==> src/rtl/aud_ser_pkg.sv <==
`timescale 1ns/1ps
package aud_ser_pkg;

  localparam int LEN_W = 5;

  typedef enum logic [1:0] {
    ALIGN_RIGHT = 2'd0,
    ALIGN_LEFT  = 2'd1,
    ALIGN_I2S   = 2'd2,
    ALIGN_NONE  = 2'd3
  } align_e;

  typedef struct packed {
    align_e           align;
    logic [LEN_W-1:0] word_len;
    logic [LEN_W-1:0] pad;
    logic             left_hi;
    logic             invalid;
  } fmt_cfg_t;

endpackage

==> src/rtl/aud_fmt_decode.sv <==
`timescale 1ns/1ps
module aud_fmt_decode
  import aud_ser_pkg::*;
#(
  parameter int SMP_W = 24
) (
  input  logic [2:0] fmt_sel,
  output fmt_cfg_t   cfg
);

  localparam logic [LEN_W-1:0] L16 = LEN_W'(16);
  localparam logic [LEN_W-1:0] L20 = LEN_W'(20);
  localparam logic [LEN_W-1:0] L24 = LEN_W'(24);
  localparam logic [LEN_W-1:0] P16 = LEN_W'(SMP_W - 16);
  localparam logic [LEN_W-1:0] P20 = LEN_W'(SMP_W - 20);
  localparam logic [LEN_W-1:0] P24 = LEN_W'(SMP_W - 24);

  always_comb begin
    cfg = '{align: ALIGN_NONE, word_len: '0, pad: '0, left_hi: 1'b1, invalid: 1'b1};
    unique case (fmt_sel)
      3'b000: cfg = '{align: ALIGN_RIGHT, word_len: L16, pad: P16, left_hi: 1'b1, invalid: 1'b0};
      3'b001: cfg = '{align: ALIGN_RIGHT, word_len: L20, pad: P20, left_hi: 1'b1, invalid: 1'b0};
      3'b010: cfg = '{align: ALIGN_RIGHT, word_len: L24, pad: P24, left_hi: 1'b1, invalid: 1'b0};
      3'b011: cfg = '{align: ALIGN_LEFT,  word_len: L24, pad: P24, left_hi: 1'b1, invalid: 1'b0};
      3'b100: cfg = '{align: ALIGN_I2S,   word_len: L16, pad: P16, left_hi: 1'b0, invalid: 1'b0};
      3'b101: cfg = '{align: ALIGN_I2S,   word_len: L24, pad: P24, left_hi: 1'b0, invalid: 1'b0};
      default: cfg = '{align: ALIGN_NONE, word_len: '0, pad: '0, left_hi: 1'b1, invalid: 1'b1};
    endcase
  end

endmodule

==> src/rtl/aud_bit_collect.sv <==
`timescale 1ns/1ps
module aud_bit_collect
  import aud_ser_pkg::*;
#(
  parameter int SMP_W = 24,
  parameter int IDX_W = 6
) (
  input  logic             clk,
  input  logic             rst_n,
  input  logic             wclk,
  input  logic             sdata,
  input  fmt_cfg_t         cfg,
  output logic             done,
  output logic             done_left,
  output logic [SMP_W-1:0] word
);

  localparam logic [IDX_W-1:0] IDX_MAX = '1;

  logic             primed_q, wclk_q, half_ok_q;
  logic [IDX_W-1:0] idx_q, idx_d, len_ext;
  logic [SMP_W-1:0] acc_q, acc_d, base;
  logic             lvl_change, take;

  // next-state: position inside the current channel half and word capture
  always_comb begin
    lvl_change = primed_q && (wclk != wclk_q);
    len_ext    = IDX_W'(cfg.word_len);
    if (lvl_change)            idx_d = '0;
    else if (idx_q != IDX_MAX) idx_d = idx_q + 1'b1;
    else                       idx_d = idx_q;

    unique case (cfg.align)
      ALIGN_RIGHT: take = 1'b1;
      ALIGN_LEFT:  take = (idx_d < len_ext);
      ALIGN_I2S:   take = (idx_d != '0) && (idx_d <= len_ext);
      default:     take = 1'b0;
    endcase

    base  = lvl_change ? '0 : acc_q;
    acc_d = take ? {base[SMP_W-2:0], sdata} : base;

    done      = lvl_change && half_ok_q;
    done_left = (wclk_q == cfg.left_hi);
    word      = acc_q << cfg.pad;
  end

  always_ff @(posedge clk or negedge rst_n) begin
    if (!rst_n) begin
      primed_q  <= 1'b0;
      wclk_q    <= 1'b0;
      half_ok_q <= 1'b0;
      idx_q     <= '0;
      acc_q     <= '0;
    end else begin
      primed_q <= 1'b1;
      wclk_q   <= wclk;
      idx_q    <= idx_d;
      acc_q    <= acc_d;
      if (lvl_change) half_ok_q <= 1'b1;
    end
  end

endmodule

==> src/rtl/aud_frame_pair.sv <==
`timescale 1ns/1ps
module aud_frame_pair #(
  parameter int SMP_W = 24
) (
  input  logic             clk,
  input  logic             rst_n,
  input  logic             invalid,
  input  logic             done,
  input  logic             done_left,
  input  logic [SMP_W-1:0] word,
  output logic [SMP_W-1:0] left_smp,
  output logic [SMP_W-1:0] right_smp,
  output logic             smp_valid
);

  logic [SMP_W-1:0] hold_q, hold_d, left_q, left_d, right_q, right_d;
  logic             have_q, have_d, valid_q, valid_d;

  always_comb begin
    hold_d  = hold_q;
    have_d  = have_q;
    left_d  = left_q;
    right_d = right_q;
    valid_d = 1'b0;
    if (invalid) begin
      hold_d  = '0;
      have_d  = 1'b0;
      left_d  = '0;
      right_d = '0;
    end else if (done) begin
      if (done_left) begin
        hold_d = word;
        have_d = 1'b1;
      end else begin
        if (have_q) begin
          left_d  = hold_q;
          right_d = word;
          valid_d = 1'b1;
        end
        have_d = 1'b0;
      end
    end
  end

  always_ff @(posedge clk or negedge rst_n) begin
    if (!rst_n) begin
      hold_q  <= '0;
      have_q  <= 1'b0;
      left_q  <= '0;
      right_q <= '0;
      valid_q <= 1'b0;
    end else begin
      hold_q  <= hold_d;
      have_q  <= have_d;
      left_q  <= left_d;
      right_q <= right_d;
      valid_q <= valid_d;
    end
  end

  assign left_smp  = left_q;
  assign right_smp = right_q;
  assign smp_valid = valid_q;

endmodule

==> src/rtl/aud_ser_rx.sv <==
`timescale 1ns/1ps
module aud_ser_rx
  import aud_ser_pkg::*;
#(
  parameter int SMP_W = 24,
  parameter int IDX_W = 6
) (
  input  logic             bclk,
  input  logic             rst_n,
  input  logic             wclk,
  input  logic             sdata,
  input  logic [2:0]       fmt_sel,
  output logic [SMP_W-1:0] left_smp,
  output logic [SMP_W-1:0] right_smp,
  output logic             smp_valid
);

  logic [1:0]       rst_pipe_q;
  logic             rst_int_n;
  fmt_cfg_t         cfg;
  logic             done, done_left;
  logic [SMP_W-1:0] word;

  always_ff @(posedge bclk or negedge rst_n) begin
    if (!rst_n) rst_pipe_q <= '0;
    else        rst_pipe_q <= {rst_pipe_q[0], 1'b1};
  end
  assign rst_int_n = rst_pipe_q[1];

  aud_fmt_decode #(.SMP_W(SMP_W)) u_dec (
    .fmt_sel (fmt_sel),
    .cfg     (cfg)
  );

  aud_bit_collect #(.SMP_W(SMP_W), .IDX_W(IDX_W)) u_col (
    .clk       (bclk),
    .rst_n     (rst_int_n),
    .wclk      (wclk),
    .sdata     (sdata),
    .cfg       (cfg),
    .done      (done),
    .done_left (done_left),
    .word      (word)
  );

  aud_frame_pair #(.SMP_W(SMP_W)) u_pair (
    .clk       (bclk),
    .rst_n     (rst_int_n),
    .invalid   (cfg.invalid),
    .done      (done),
    .done_left (done_left),
    .word      (word),
    .left_smp  (left_smp),
    .right_smp (right_smp),
    .smp_valid (smp_valid)
  );

endmodule

==> config.mk <==
export PLATFORM = sky130hd
export DESIGN_NAME = aud_ser_rx
export DESIGN_NICKNAME = d
export VERILOG_FILES = /design/src/rtl/aud_ser_pkg.sv /design/src/rtl/aud_fmt_decode.sv /design/src/rtl/aud_bit_collect.sv /design/src/rtl/aud_frame_pair.sv /design/src/rtl/aud_ser_rx.sv
export SDC_FILE = /design/constraint.sdc
export NUM_CORES = 1
export LEC_CHECK = 0
export BUFFER_PORTS_ARGS = -buffer_cell sky130_fd_sc_hd__buf_2
export CAP_MARGIN = 25
export CORE_MARGIN = 1.5
export CORE_UTILIZATION = 54
export CTS_CLUSTER_SIZE = 28
export DETAILED_ROUTE_END_ITERATION = 6
export PLACE_DENSITY = 0.76
export SYNTH_ARGS = -nofsm -noshare
export SYNTH_HDL_FRONTEND = slang
export SYNTH_HIERARCHICAL = 1
export SYNTH_SLANG_ARGS = --single-unit
==> constraint.sdc <==
create_clock -name bclk -period 3 [get_ports bclk]
set_input_delay 0 -clock bclk [delete_from_list [all_inputs] [get_ports bclk]]
set_output_delay 0 -clock bclk [all_outputs]
set_load 0.05 [all_outputs]
==> metrics.yaml <==
outcome:
  status: "finished, final reports clean"
timing:
  setup_ws_ns: 0.296
  setup_violations: 0
  tns_ns: 0
  post-route-period-util_pct: 90.1
  fmax_mhz: 370
  finalMaxSlewViolations: 0
  finClkSkew_ns: 0.0118
  relSlewSlack_pct: 46.0
  hold_viol_final: 0
  min_period_ns: 2.70
  worst_pin_slew_ns: 0.811
  rsz0062_at_grt: "false"
worst_setup_path:
  slowest_delay_ns: 0.42
  crit_top_cell: "nand2_1"
  crit_slowest_cell: "dfrtp_1"
  crit_chain: "ha_1, nand2_1, nor2_1, nand2_1, nand2_1, a21oi_1, ha_1, nand2b_1, a21oi_1, o22ai_1, a31oi_2, o22ai_4, buf_12, mux2i_1"
  crit_type: "reg -> reg"
  critPathBufInv: 1
  cp_top_family: "compound AO/OA/AOI/OAI gates"
  crit_path_max_fanout: 24
  cp_data_arrival_time_ns: 2.97
  endpoint_kind: "flop"
  critPathLaunchType: "flop"
  critPathRequiredTime_ns: 3.27
logic_synthesis:
  syn_inst: 629
  yosysUniqueCellTypes: 42
  syn_area_mm2: 0.00638
  synth-main-ff-cell: "dfrtp_1"
  async_reset_ff_share_pct: 100
  yosysSeqAreaShare_pct: 42.7
  synthTopCellsByCount: "dfrtp_1, mux2i_1, nand2b_1"
  yosysMostFrequentCell: "dfrtp_1"
  synth_top_area_share_pct: 42.7
  syn_avg_cell_area_um2: 10.1
  synth_edf_count: 0
  yosys_warnings: 6
  yosys-top-cells-area: "dfrtp_1, mux2i_1, nand2b_1, mux4_2, a21bo_2"
  yosys.area.top_type: "dfrtp_1"
  synth-seq-cells: 109
clock_network:
  cts_tree: "built"
  cts_buffers: 9
  clock_latency_ns: 0.36
  postCtsHoldBufs: 4
  post_cts_buffers: 0
  clock_sinks: 109
  clk_pin_slew_ns: 0.07
  root_buffer: "clkbuf_16"
  cts-resized-gates: 0
  clockBufferDepth: 2
  htreeDepth: 3
die:
  ios: 56
  die_y_um: 112
  coreArea_mm2: 0.0115
  die_w_um: 112
  initial_utilization_pct: 55.7
  rows: 39
  die_area_mm2: 0.0125
cells_and_area:
  diodes: 0
  layout.nets: 669
  layout-drive-gt1-share_pct: 18.8
  fillerInstances: 961
  syn2layout_area_growth_pct: 9.90
power_and_ir_drop:
  p_clk_share_pct: 31.5
  p_int_uw: 2510
  seqPwrFrac_pct: 45.9
  power_leakage_uw: 0.00317
  combPwrFrac_pct: 22.6
  power_density_mw_per_mm2: 521
  worst_ir_drop_vdd_mv: 0.393
  power.share.switching_pct: 31.4
  power.switching_uw: 1150
  finalPower_uw: 3660
routing:
  drt_wl_total_um: 13100
  drtIter0Drc: 261
  wl_per_cell_um: 16.3
  first_pass_iters: 4
  drc: 0
  vias: 4533
  ant_nets: 0
  vias_per_cell: 5.64
placed_design:
  io_buffers: 55
  dp_slack_ns: 0.294
  hpwl_um: 9100
  routabilityCongestion: 0.885
global_route:
  grt_max_degree: 123
  antenna_found_initial: 0
  grt_pass1_vias: 4471
  overflow: 0
  grtUsageTotal_pct: 22.1
  grt_pass1_wl_um: 22100
flow_run:
  drv_cap: 0
worst_hold_path:
  hp-class: "in -> reg"
[cell usage in the layout (no fill, tap or decap), types with 4 or more instances in the layout]
cell           synthesis  routed
mux4_2                 9       9
xor2_1                 4       4
dfrtp_1              109     108
a21bo_2               19      19
a21oi_1               33      33
and2_1                 9       9
o21ai_0               14      14
buf_4                  7       7
nand3_1               29      29
clkbuf_16              0       9
o22ai_1                9       9
ha_1                   6       6
buf_2                 17      55
mux2_2                 6       6
mux2i_1              105     105
nor2_1                19      19
a21bo_1                5       5
nand2b_1             102     102
nand2_1               48      48
inv_1                 11      10
a211oi_1               9       9
dlygate4sd3_1          0       4
conb_1                 3       7
[kinds of logic after synthesis]
logic type	share of synthesized area (%)
compound gates	10.4
xor+xnor	0.823
fa+ha+maj	1.18
buf+inv	5.23
flops	42.7
mux	20.7
other cells	0.176
simple gates	18.8
[worst reg2reg max path, stage by stage (launching register included)]
cell,delay (ns)
dfrtp_1,0.42
ha_1,0.27
nand2_1,0.14
nor2_1,0.07
nand2_1,0.15
nand2_1,0.07
a21oi_1,0.19
ha_1,0.27
nand2b_1,0.07
a21oi_1,0.07
o22ai_1,0.17
a31oi_2,0.13
o22ai_4,0.14
buf_12,0.22
mux2i_1,0.24
[worst paths after layout]
check	to	slack, ns	cells past startpoint	startpoint
max in group asynchronous	u_col/acc_q[16]	1.73	1	rst_pipe_q[1]
min	u_col/acc_q[3]	0.29	4	fmt_sel[2]
max	u_col/acc_q[14]	0.30	14	u_col/idx_q[0]
min in group asynchronous	u_pair/left_smp[23]	0.42	0	rst_pipe_q[1]
max reg2reg	u_col/acc_q[14]	0.30	14	u_col/idx_q[0]
min reg2reg	rst_pipe_q[1]	0.37	0	rst_pipe_q[0]
[registers in the layout (all words and copies together) (netlist names)]
name / count
rst_pipe_q: 2
u_col/acc_q: 24
u_col/half_ok_q: 1
u_col/idx_q: 6
u_col/primed_q: 1
u_col/wclk_q: 1
u_pair/have_q: 1
u_pair/hold_q: 24
u_pair/left_smp: 24
u_pair/right_smp: 24
u_pair/smp_valid: 1
[per-layer routing]
layer | part of all wire (%) | vias to the layer above | global-route usage (%)
met3 | 3.4 | 29 | 3.65
met4 | 3.3 | 0 | 11.1
met5 | 0 | - | 0
met1 | 44 | 2208 | 29.2
li1 | - | 2199 | -
met2 | 49 | 97 | 35.2
[power by group through the flow]
| stage | clock [µW] | sequential (µW) | combinational (µW) |
|---|---|---|---|
| 2_1_floorplan | 0 | 1710 | 628 |
| 3_3_place_gp | 0 | 1690 | 796 |
| 3_5_place_dp | 0 | 1710 | 815 |
| 4_1_cts | 1180 | 1680 | 822 |
| 5_1_grt | 1240 | 1700 | 913 |
| 6_report | 1150 | 1680 | 826 |
[final cells by class]
type | count | area, µm² | share of cell area, %
multi-input cells | 456 | 3350 | 47.8
flip-flops and latches | 109 | 2730 | 38.9
repair buffers | 69 | 428 | 6.10
clock buffers | 11 | 243 | 3.46
well taps | 143 | 179 | 2.55
clock inverters | 5 | 42.5 | 0.606
inverters | 11 | 41.3 | 0.589
[metrics by stage]
stage | area (µm²) | hold slack (ns) | util (%) | std cells
after floorplan | 6400 | -0.296 | - | 633
after global placement | 6690 | -0.216 | 58.3 | 784
after detailed placement | 6690 | -0.207 | 58.3 | 784
after CTS | 7010 | 0.272 | 61.2 | 804
after global routing | 7010 | 0.289 | 61.2 | 804
final | 7010 | 0.288 | 61.2 | 804
No activity file was read; power rests on OpenSTA's default activity.
